`src/rtl/sr_pkg.sv`:
```
package sr_pkg;
   // Arithmetic nybble bit positions
   localparam int unsigned NEG_POS  = 0;
   localparam int unsigned ZERO_POS = 1;
   localparam int unsigned CARRY_POS = 2;
   localparam int unsigned OVF_POS  = 3;
   // Control nybble bit positions
   localparam int unsigned IMASK_POS = 0;
   localparam int unsigned HALT_POS  = 1;
   localparam int unsigned LOW_POS   = 2;
   localparam int unsigned HIGH_POS  = 3;

   typedef enum logic {
      TGT_ARITH = 1'b0,
      TGT_CTRL  = 1'b1
   } wr_target_e;
endpackage

```
`src/rtl/sr_wr_decode.sv`:
```
module sr_wr_decode (
   input  logic wr_en,
   input  logic wr_sel,
   output logic wr_arith,
   output logic wr_ctrl
);
   import sr_pkg::*;

   wr_target_e tgt;

   always_comb begin
      tgt      = wr_target_e'(wr_sel);
      wr_arith = wr_en && (tgt == TGT_ARITH);
      wr_ctrl  = wr_en && (tgt == TGT_CTRL);
   end
endmodule

```
`src/rtl/sr_flag_bank.sv`:
```
module sr_flag_bank #(
   parameter int unsigned NYB_W = 4
) (
   input  logic             clk,
   input  logic             rst_n,
   input  logic             wr_arith,
   input  logic [NYB_W-1:0] wr_data,
   input  logic             alu_we,
   input  logic [NYB_W-1:0] alu_mask,
   input  logic [NYB_W-1:0] alu_flags,
   output logic [NYB_W-1:0] flags_q
);
   // One independent flop per flag. A direct write beats the ALU on every bit.
   for (genvar k = 0; k < NYB_W; k++) begin : g_flag
      logic alu_hit;
      assign alu_hit = alu_we && alu_mask[k];

      always_ff @(posedge clk or negedge rst_n) begin
         if (!rst_n) begin
            flags_q[k] <= 1'b0;
         end else if (wr_arith) begin
            flags_q[k] <= wr_data[k];
         end else if (alu_hit) begin
            flags_q[k] <= alu_flags[k];
         end
      end
   end
endmodule

```
`src/rtl/sr_ctrl_bank.sv`:
```
module sr_ctrl_bank #(
   parameter int unsigned NYB_W = 4
) (
   input  logic             clk,
   input  logic             rst_n,
   input  logic             wr_ctrl,
   input  logic             wr_imask,
   input  logic             wr_halt,
   input  logic             irq,
   output logic [NYB_W-1:0] ctrl_nyb,
   output logic             halt_q
);
   import sr_pkg::*;

   logic imask_q;
   logic wake;

   // Wake-up uses the mask value held before any write in this cycle
   assign wake = irq && imask_q;

   always_ff @(posedge clk or negedge rst_n) begin
      if (!rst_n) begin
         imask_q <= 1'b0;
      end else if (wr_ctrl) begin
         imask_q <= wr_imask;
      end
   end

   // Halt is sticky: writes can only set it, and wake-up clears it with priority
   always_ff @(posedge clk or negedge rst_n) begin
      if (!rst_n) begin
         halt_q <= 1'b0;
      end else if (wake) begin
         halt_q <= 1'b0;
      end else if (wr_ctrl && wr_halt) begin
         halt_q <= 1'b1;
      end
   end

   always_comb begin
      ctrl_nyb            = '0;
      ctrl_nyb[IMASK_POS] = imask_q;
      ctrl_nyb[HALT_POS]  = halt_q;
      ctrl_nyb[LOW_POS]   = 1'b0;
      ctrl_nyb[HIGH_POS]  = 1'b1;
   end
endmodule

```
`src/rtl/status_nybble_reg.sv`:
```
module status_nybble_reg #(
   parameter int unsigned NYB_W = 4
) (
   input  logic             clk,
   input  logic             rst_n,
   input  logic             alu_we,
   input  logic [NYB_W-1:0] alu_mask,
   input  logic [NYB_W-1:0] alu_flags,
   input  logic             wr_en,
   input  logic             wr_sel,
   input  logic [NYB_W-1:0] wr_data,
   input  logic             irq,
   output logic [2*NYB_W-1:0] status,
   output logic             halted
);
   import sr_pkg::*;

   localparam int unsigned ST_W = 2 * NYB_W;

   if (NYB_W != 4) begin : g_width_chk
      $error("status_nybble_reg: NYB_W must be 4");
   end

   logic             wr_arith;
   logic             wr_ctrl;
   logic [NYB_W-1:0] arith_q;
   logic [NYB_W-1:0] ctrl_q;
   logic             halt_q;

   sr_wr_decode u_dec (
      .wr_en    (wr_en),
      .wr_sel   (wr_sel),
      .wr_arith (wr_arith),
      .wr_ctrl  (wr_ctrl)
   );

   sr_flag_bank #(.NYB_W(NYB_W)) u_flags (
      .clk       (clk),
      .rst_n     (rst_n),
      .wr_arith  (wr_arith),
      .wr_data   (wr_data),
      .alu_we    (alu_we),
      .alu_mask  (alu_mask),
      .alu_flags (alu_flags),
      .flags_q   (arith_q)
   );

   sr_ctrl_bank #(.NYB_W(NYB_W)) u_ctrl (
      .clk      (clk),
      .rst_n    (rst_n),
      .wr_ctrl  (wr_ctrl),
      .wr_imask (wr_data[IMASK_POS]),
      .wr_halt  (wr_data[HALT_POS]),
      .irq      (irq),
      .ctrl_nyb (ctrl_q),
      .halt_q   (halt_q)
   );

   assign status = ST_W'({ctrl_q, arith_q});
   assign halted = halt_q;
endmodule

```
`config.mk`:
```
export PLATFORM = sky130hd
export DESIGN_NAME = status_nybble_reg
export DESIGN_NICKNAME = d
export VERILOG_FILES = /design/src/rtl/sr_pkg.sv /design/src/rtl/sr_wr_decode.sv /design/src/rtl/sr_flag_bank.sv /design/src/rtl/sr_ctrl_bank.sv /design/src/rtl/status_nybble_reg.sv
export SDC_FILE = /design/constraint.sdc
export NUM_CORES = 1
export LEC_CHECK = 0
export ABC_AREA = 1
export BUFFER_PORTS_ARGS = -buffer_cell sky130_fd_sc_hd__buf_2
export CORE_AREA = 2 2 39 41
export CTS_BUF_LIST = sky130_fd_sc_hd__clkbuf_16
export CTS_CLUSTER_SIZE = 10
export DETAILED_ROUTE_END_ITERATION = 7
export DIE_AREA = 0 0 41 43
export GPL_ROUTABILITY_DRIVEN = 1
export HOLD_SLACK_MARGIN = 0.12
export PLACE_DENSITY = 0.69
export SYNTH_ARGS = -nofsm -noshare
export SYNTH_HDL_FRONTEND = slang
export SYNTH_SLANG_ARGS = --single-unit
```
`constraint.sdc`:
```
create_clock -name clk -period 0.8 [get_ports clk]
set_clock_uncertainty 0.05 [all_clocks]
set_input_delay 0.04 -clock clk [delete_from_list [all_inputs] [get_ports clk]]
set_output_delay 0.04 -clock clk [all_outputs]
set_load 0.02 [all_outputs]
```
==> results of run 1 <==
-- registers in the layout, indices dropped and copies added, names as in the netlist --
signal	cells
u_flags.flags_q	4
u_ctrl.halt_q	1
u_ctrl.imask_q	1
-- per-layer routing --
metal	global-route usage (%)	vias up
met3	3.14	2
li1	-	219
met5	0	-
met4	8.00	0
met1	15.0	170
met2	18.1	15
-- placed cells by master, fill, tap and decap left out, drive strengths merged --
cell and instances:
nand3 10, clkbuf 3, buf 25, nand2 21, inv 12, a21boi 1
conb 2, dfrtp 6, dlygate4sd3 6
-- through the flow --
step	std cells	total power, mW	setup WS [ns]	util, %
after global placement	91	0.657	0.0589	34.9
after CTS	104	1.62	-0.0587	49.9
final	102	1.62	-0.0695	49.1
after floorplan	56	0.579	0.00708	-
after global routing	102	1.69	-0.0814	49.1
after detailed placement	91	0.663	0.0439	34.9
-- final timing paths --
path	end	slack [ns]	depth (start not counted)
worst min-delay path	u_ctrl.imask_q	0.04	3
worst max register to register	u_ctrl.imask_q	-0.01	3
min in group asynchronous	u_flags.flags_q[3]	0.11	2
worst max-delay path	status[4]	-0.07	1
max in group asynchronous	u_flags.flags_q[1]	0.43	2
worst min register to register	u_flags.flags_q[2]	0.54	4
-- where the power goes --
part	switching [mW]	leakage (nW)	internal (mW)
Clock	0.179	0.0423	0.649
Sequential	0.0375	0.0676	0.354
Combinational	0.190	0.280	0.209
Total	0.407	0.390	1.21
-- layout make-up --
| type | instances | area, sq um | share of cell area, % |
|---|---|---|---|
| timing repair buffer | 31 | 234 | 34.4 |
| clock inverter | 1 | 3.75 | 0.552 |
| clock buffer | 3 | 75.1 | 11.0 |
| tap | 16 | 20.0 | 2.95 |
| multi-input combinational | 34 | 150 | 22.1 |
| sequential | 6 | 155 | 22.8 |
| inverter | 11 | 41.3 | 6.08 |
-- logic make-up (layout without fill, tap and decap cells) --
family,Yosys count,in the layout,synth area share (%)
AND/OR/NAND/NOR,31,31,34.7
flip-flops,6,6,39.6
buffers and inverters,16,46,21.8
other,2,2,1.98
AO/OA/AOI/OAI,1,1,1.98
-- what timing repair did --
item                       in CTS  in global routing
hold endpoints to repair       12                  5
cloned                          0                  0
buffers inserted                2                  0
resized for setup              15                  3
pin swaps                       0                  3
setup endpoints to repair       7                 10
==> flow_summary_export.csv, run 1 <==
group,metric,value,unit
logic_synthesis,synth_commonest_cells,"20 x nand2_1, 10 x nand3_1, 9 x inv_1, 6 x dfrtp_1, 4 x buf_4",
power,peakVddDrop,1.59,mV
detailed_routing,wl_met1,345,um
timing,setup_viol,8,
placed_design,portBuffers,24,
detailed_routing,detail_route.vias_per_cell,3.98,
timing,period_needed,0.869,ns
layout,final_nets,105,
min_path,hold_path.class,"in -> reg",
clock_tree,clk_latency,0.23,ns
logic_synthesis,ys_ff_latch,6,
setup_path,startpoint_type,"flop",
setup_path,crit_type,"reg -> out",
timing,timing.fmax,1.15,GHz
layout,stdcell_area,679,sq um
setup_path,path_delay_family,"flip-flops",
timing,maxSlewViolCount,0,
detailed_routing,wl_met2,484,um
floorplan,dieArea,1760,sq um
detailed_routing,route.top_layer_used,"met4",
logic_synthesis,syn_area_per_cell,6.77,sq um
layout,drive_gt1_share,44.2,%
detailed_routing,first_iter_violations,8,
clock_tree,path_clk_slew,0.03,ns
logic_synthesis,yosysTopAreaCell,"dfrtp_1",
detailed_routing,wl_per_cell,8.90,um
timing,rsz0062_at_grt,"yes",
global_route,grt_max_degree,9,
global_route,grt_overflow_total,0,
setup_path,worstPathCellList,"buf_6",
clock_tree,cts_tree,"yes",
placed_design,place.gp.congestion,0.700,
setup_path,path_max_fanout,3,
detailed_routing,dr_total_vias,406,
setup_path,crit_slowest_cell,"dfrtp_1",
floorplan,die_y,43,um
floorplan,initial_utilization,27.4,%
detailed_routing,wl_met3,70,um
logic_synthesis,yosysTopAreaCellShare,39.6,%
setup_path,max_stage_delay,0.40,ns
global_route,antenna_found_initial,0,
logic_synthesis,async_reset_ff_share,100,%
logic_synthesis,synth_cell_type_count,10,
logic_synthesis,yosysMostFrequentCell,"nand2_1",
clock_tree,htree_levels,1,
logic_synthesis,ys_warn_count,0,
status,status,"finished, violations left",
logic_synthesis,synth_cells,56,
clock_tree,clockBufferDepth,2,
timing,setup_tns,-0.384,ns
clock_tree,cts_sinks,6,
floorplan,ios,27,
setup_path,crit_arrival,0.78,ns
detailed_routing,wl,908,um
floorplan,rows,14,
logic_synthesis,ys_seq_area_share,39.6,%
setup_path,crit_buf_inv,1,
placed_design,placed_area,483,sq um
power,powerDensity,2380,nW/um^2
setup_path,critPathLaunch,"u_ctrl.imask_q",
setup_path,cp_data_required_time,0.71,ns
floorplan,coreArea,1380,sq um
global_route,grt_pass1_vias,341,
layout,fillers,141,
clock_tree,ctsHoldBuffers,7,
power,p_leak,0.390,nW
detailed_routing,drt_pass1_iterations,4,
timing,finalHoldViolCount,0,
status,violations,"negative setup slack",
global_route,grt_pass1_wl,1410,um
timing,layout_setup_ws,-0.0695,ns
logic_synthesis,ys_dominant_reg_cell,"dfrtp_1",
clock_tree,cts_buffers,3,
global_route,track_usage,12.3,%
logic_synthesis,syn-cell-area,379,sq um
detailed_routing,drc,0,
layout,area_delta_synth_final,79.2,%
floorplan,chipWidth,41,um
min_path,hold_path_startpoint,"wr_en",
setup_path,critPathCaptureType,"output pin",
logic_synthesis,synthTopCellsByArea,"dfrtp_1 40%, nand2_1 20%, nand3_1 13%",
logic_synthesis,synth_edf_count,0,
setup_path,r2r_start,"u_ctrl.imask_q",
layout,antenna_cells,0,
timing,whs,0.0421,ns
clock_tree,cts_root_buf,"clkbuf_16",
timing,period_share,109,%
placed_design,dp_hpwl,629,um
detailed_routing,ant_nets,0,
run,maxCapViolations,0,
logic_synthesis,synth_nets,74,
No activity file was read; power rests on OpenSTA's default activity.
==> run 2: changes to the inputs <==
==> constraint.sdc (replaced) <==
create_clock -name clk -period 0.8 [get_ports clk]
set_clock_uncertainty 0.05 [all_clocks]
set_input_delay 0.08 -clock clk [delete_from_list [all_inputs] [get_ports clk]]
set_output_delay 0.08 -clock clk [all_outputs]
set_load 0.02 [all_outputs]
==> flow_summary_export.csv, run 2 (synthesized netlist as in run 1, its figures left out) <==
group,metric,value,unit
status,status,"finished, violations left",
status,violations,"negative setup slack",
clock_tree,cts_buffers,3,
clock_tree,clk_latency,0.23,ns
setup_path,crit_buf_inv,1,
power,peakVddDrop,1.59,mV
setup_path,r2r_start,"u_ctrl.imask_q",
detailed_routing,drc,0,
timing,rsz0062_at_grt,"yes",
detailed_routing,wl_per_cell,8.81,um
timing,maxSlewViolCount,0,
detailed_routing,detail_route.vias_per_cell,4.02,
detailed_routing,ant_nets,0,
global_route,antenna_found_initial,0,
setup_path,crit_type,"reg -> out",
global_route,grt_max_degree,9,
detailed_routing,drt_pass1_iterations,4,
layout,final_cell_count_no_fill,100,
power,p_switching,0.405,mW
min_path,hold_path.class,"in -> reg",
power,clkPwrFrac,51.2,%
setup_path,crit_slowest_cell,"dfrtp_1",
placed_design,placed_area,483,sq um
clock_tree,htree_levels,1,
placed_design,dp_hpwl,629,um
power,p_leak,0.383,nW
power,seqPwrFrac,24.2,%
clock_tree,cts_sinks,6,
layout,final_nets,103,
detailed_routing,wl,881,um
clock_tree,clockBufferDepth,2,
clock_tree,ctsHoldBuffers,4,
timing,period_share,113,%
setup_path,cp_data_required_time,0.67,ns
power,powerDensity,2450,nW/um^2
floorplan,chipWidth,41,um
setup_path,critPathCaptureType,"output pin",
timing,setup_viol,8,
setup_path,crit_arrival,0.77,ns
power,power_frac_comb,24.5,%
layout,largest_register_ffs,4,
layout,final_common_cell,"nand2_1",
clock_tree,cts_tree,"yes",
timing,timing.fmax,1.11,GHz
layout,drive_gt1_share,46.4,%
setup_path,r2r_setup_slack,-0.04,ns
global_route,grt_overflow_total,0,
timing,layout_setup_ws,-0.105,ns
detailed_routing,first_iter_violations,6,
floorplan,rows,14,
global_route,grt_pass1_wl,1370,um
timing,whs,0.0211,ns
floorplan,dieArea,1760,sq um
placed_design,portBuffers,24,
setup_path,max_stage_delay,0.40,ns
floorplan,die_y,43,um
power,internal-power,1.21,mW
layout,top_register,"u_flags.flags_q",
timing,finalHoldViolCount,0,
clock_tree,cts_root_buf,"clkbuf_16",
setup_path,path_max_fanout,2,
layout,area_delta_synth_final,73.6,%
clock_tree,path_clk_slew,0.04,ns
setup_path,startpoint_type,"flop",
floorplan,ios,27,
floorplan,initial_utilization,27.4,%
power,p_sw_share,25.1,%
floorplan,coreArea,1380,sq um
setup_path,worstPathCellList,"buf_6",
placed_design,place.gp.congestion,0.700,
layout,stdcell_area,658,sq um
min_path,hold_path_startpoint,"wr_data[0]",
setup_path,path_delay_family,"flip-flops",
layout,antenna_cells,0,
placed_design,dp.cells,91,
layout,layout_common_cells,"20 x nand2_1, 17 x buf_2, 10 x nand3_1, 8 x inv_1, 8 x buf_6",
run,maxCapViolations,0,
global_route,grt_pass1_vias,344,
timing,period_needed,0.905,ns
detailed_routing,dr_total_vias,402,
layout,largestRegisters,"u_flags.flags_q (4), u_ctrl.halt_q (1), u_ctrl.imask_q (1)",
global_route,track_usage,11.8,%
setup_path,critPathLaunch,"u_ctrl.imask_q",
power,p_total,1.61,mW
==> run 2: cell types whose count changed in the layout (fill, tap and decap cells not counted), sizes merged <==
cell,before,now
buf,25,26
dlygate4sd3,6,3
==> run 2: path summary, 6_finish.rpt <==
path | cells after the start | end
setup / recovery | 1 | status[4]
hold / removal | 3 | u_flags.flags_q[0]
setup reg to reg | 3 | u_ctrl.halt_q
hold reg to reg | 4 | u_flags.flags_q[2]
max in group asynchronous | 2 | u_flags.flags_q[1]
min in group asynchronous | 2 | u_flags.flags_q[3]
==> run 2: metrics by stage <==
stage | setup slack (ns) | utilization [%] | setup TNS, ns
final | -0.105 | 47.6 | -0.682
after global routing | -0.117 | 47.6 | -0.825
after CTS | -0.0987 | 47.7 | -0.650
after detailed placement | 0.0439 | 34.9 | 0
after global placement | 0.0589 | 34.9 | 0
after floorplan | 0.00708 | - | 0
==> run 2: final cells by class <==
type	instances	area, sq um
repair buffers	29	213
fillers	144	726
multi-input cells	34	150
flip-flops and latches	6	155
clock buffers	3	75.1
inverters	11	41.3
well taps	16	20.0
clock inverters	1	3.75
==> run 2: repair_timing <==
item	in CTS	in global routing
endpoints found under the setup margin	7	11
setup buffers	2	0
endpoints found under the hold margin	12	4
gates cloned	0	0
resized for setup	16	3
pin swaps	0	2
==> run 2: worst reg2reg max path: cells and delay by family (launching register included) <==
family / cells / cell delay [ns]
DFF: 1 / 0.39
AOI/OAI and AO/OA: 1 / 0.13
buffers and inverters: 1 / 0.12
and+or+nand+nor: 1 / 0.04
==> run 2: layer usage <==
| layer | wire, um | up-vias | track usage (%) | part of all wire (%) |
|---|---|---|---|---|
| met5 | 0 | - | 0 | 0 |
| met4 | 8 | 0 | 8.00 | 0.91 |
| met3 | 74 | 2 | 3.14 | 8.4 |
| met2 | 455 | 15 | 16.9 | 52 |
| met1 | 343 | 171 | 14.7 | 39 |
| li1 | - | 214 | - | - |
==> run 2: power by group through the flow <==
stage | Clock, mW | Sequential, mW | Combinational, mW
finish | 0.827 | 0.391 | 0.396
global route | 0.856 | 0.397 | 0.429
CTS | 0.838 | 0.386 | 0.393
detailed placement | 0 | 0.381 | 0.282
global placement | 0 | 0.378 | 0.279
floorplan | 0 | 0.430 | 0.149
==> run 3: changes to the inputs <==
--- a/config.mk
+++ b/config.mk
@@ -15,6 +15,7 @@
 export GPL_ROUTABILITY_DRIVEN = 1
 export HOLD_SLACK_MARGIN = 0.12
 export PLACE_DENSITY = 0.69
+export REMOVE_ABC_BUFFERS = 1
 export SYNTH_ARGS = -nofsm -noshare
 export SYNTH_HDL_FRONTEND = slang
 export SYNTH_SLANG_ARGS = --single-unit
==> flow_summary_export.csv, run 3 (synthesized netlist as in run 1, its figures left out) <==
group,metric,value,unit
layout,final_common_cell,"nand2_1",
layout,final_core_util,44.8,%
setup_path,worstPathCellList,"buf_6",
global_route,grt_overflow_total,0,
timing,finalHoldViolCount,0,
status,status,"finished, violations left",
layout,stdcell_area,619,sq um
setup_path,critPathLaunch,"u_ctrl.imask_q",
layout,top_register,"u_flags.flags_q",
floorplan,rows,14,
run,maxCapViolations,0,
setup_path,r2r_start,"u_flags.flags_q[2]",
detailed_routing,drt_pass1_iterations,4,
layout,largestRegisters,"u_flags.flags_q (4), u_ctrl.halt_q (1), u_ctrl.imask_q (1)",
timing,timing.fmax,1.12,GHz
floorplan,coreArea,1380,sq um
detailed_routing,wl_per_cell,8.54,um
clock_tree,cts_setup_buffers,0,
layout,drive_gt1_share,38.8,%
floorplan,dieArea,1760,sq um
setup_path,crit_slowest_cell,"dfrtp_1",
setup_path,cp_data_required_time,0.67,ns
placed_design,place.gp.congestion,0.668,
global_route,grt_max_degree,9,
timing,layout_setup_ws,-0.0922,ns
placed_design,dp_hpwl,655,um
timing,rsz0062_at_grt,"yes",
timing,maxSlewViolCount,0,
min_path,hold_end,"u_flags.flags_q[0]",
clock_tree,path_clk_slew,0.03,ns
timing,setup_tns,-0.541,ns
clock_tree,cts_root_buf,"clkbuf_16",
detailed_routing,ant_nets,0,
layout,final_nets,100,
clock_tree,clk_latency,0.22,ns
power,peakVddDrop,1.50,mV
setup_path,path_max_fanout,3,
power,p_leak,0.370,nW
timing,period_share,112,%
floorplan,die_y,43,um
power,powerDensity,2440,nW/um^2
clock_tree,cts_buffers,3,
layout,antenna_cells,0,
min_path,hold_path_startpoint,"wr_data[0]",
floorplan,initial_utilization,27.4,%
setup_path,crit_buf_inv,1,
global_route,track_usage,10.4,%
placed_design,portBuffers,24,
setup_path,critPathCaptureType,"output pin",
setup_path,crit_type,"reg -> out",
placed_design,place_ws,0.0396,ns
layout,largest_register_ffs,4,
layout,area_delta_synth_final,63.4,%
setup_path,startpoint_type,"flop",
layout,layout_common_cells,"20 x nand2_1, 18 x buf_2, 9 x inv_1, 8 x nand3_1, 6 x dfrtp_1",
setup_path,r2r_end,"u_flags.flags_q[2]",
setup_path,max_stage_delay,0.40,ns
detailed_routing,dr_total_vias,373,
clock_tree,cts_sinks,6,
global_route,grt_pass1_vias,353,
clock_tree,cts_tree,"yes",
timing,period_needed,0.892,ns
min_path,hold_path.class,"in -> reg",
global_route,antenna_found_initial,0,
clock_tree,ctsHoldBuffers,3,
floorplan,ios,27,
setup_path,reg2regPathDepth,4,
status,violations,"negative setup slack",
detailed_routing,detail_route.vias_per_cell,3.89,
floorplan,chipWidth,41,um
setup_path,r2r_setup_slack,0.04,ns
clock_tree,htree_levels,1,
placed_design,placed_area,478,sq um
min_path,hold-path-cell-count,3,
timing,setup_viol,7,
setup_path,path_delay_family,"flip-flops",
clock_tree,clockBufferDepth,2,
detailed_routing,first_iter_violations,3,
global_route,grt_pass1_wl,1260,um
detailed_routing,drc,0,
setup_path,crit_arrival,0.76,ns
detailed_routing,wl,820,um
[run 3: cell count changes in the layout (fill, tap and decap cells not counted)]
| cell | previous run | this run |
|---|---|---|
| dfrtp_1 | 2 | 6 |
| dfrtp_2 | 4 | 0 |
| buf_6 | 8 | 5 |
| inv_2 | 4 | 2 |
| nand3_1 | 10 | 8 |
| nand3_2 | 0 | 2 |
| a21boi_1 | 0 | 1 |
| a21boi_2 | 1 | 0 |
| buf_2 | 17 | 18 |
| buf_4 | 1 | 0 |
| inv_1 | 8 | 9 |
[run 3: area by class of cell]
cell class                 count  area, sq um
sequential                     6          150
clock buffer                   3         75.1
multi-input combinational     34          156
tap                           16         20.0
fill                         143          764
inverter                      11         41.3
timing repair buffer          26          176
[run 3: repair_timing]
item / in CTS / in global routing
pin swaps: 0 / 4
hold endpoints to repair: 12 / 3
resized for setup: 10 / 3
endpoints found under the setup margin: 7 / 12
[run 3: worst register-to-register path, cell delays in order (launching register included)]
cell	delay, ns
dfrtp_1	0.38
inv_1	0.06
nand2_1	0.05
nand3_2	0.07
nand2_1	0.05
[run 3: worst max-delay path by stage]
stage                               to  slack, ns  cells past startpoint
finish                       status[4]      -0.09                      1
global route                 status[5]      -0.12                      1
CTS                          status[5]       -0.1                      1
detailed placement  u_flags.flags_q[1]       0.04                      4
global placement    u_flags.flags_q[2]       0.05                      4
floorplan                u_ctrl.halt_q      -0.09                      2
[run 3: through the flow]
| step | instances | power (mW) | hold WS, ns |
|---|---|---|---|
| 6_report | 96 | 1.51 | 0.0307 |
| 5_1_grt | 96 | 1.58 | 0.0462 |
| 4_1_cts | 97 | 1.52 | 0.0294 |
| 3_5_place_dp | 91 | 0.661 | -0.140 |
| 3_3_place_gp | 91 | 0.656 | -0.141 |
| 2_1_floorplan | 51 | 0.535 | -0.266 |
[run 3: power breakdown]
| part | internal [mW] | leakage, nW | switching [mW] |
|---|---|---|---|
| Combinational | 0.156 | 0.262 | 0.182 |
| Sequential | 0.350 | 0.0717 | 0.0312 |
| Clock | 0.640 | 0.0370 | 0.153 |
[run 3: per-layer routing]
layer	track usage, %	part of all wire (%)	vias up
met5	0	0	-
met4	6.00	0	0
met3	1.57	11	0
met2	15.3	41	22
met1	13.9	49	143
li1	-	-	208
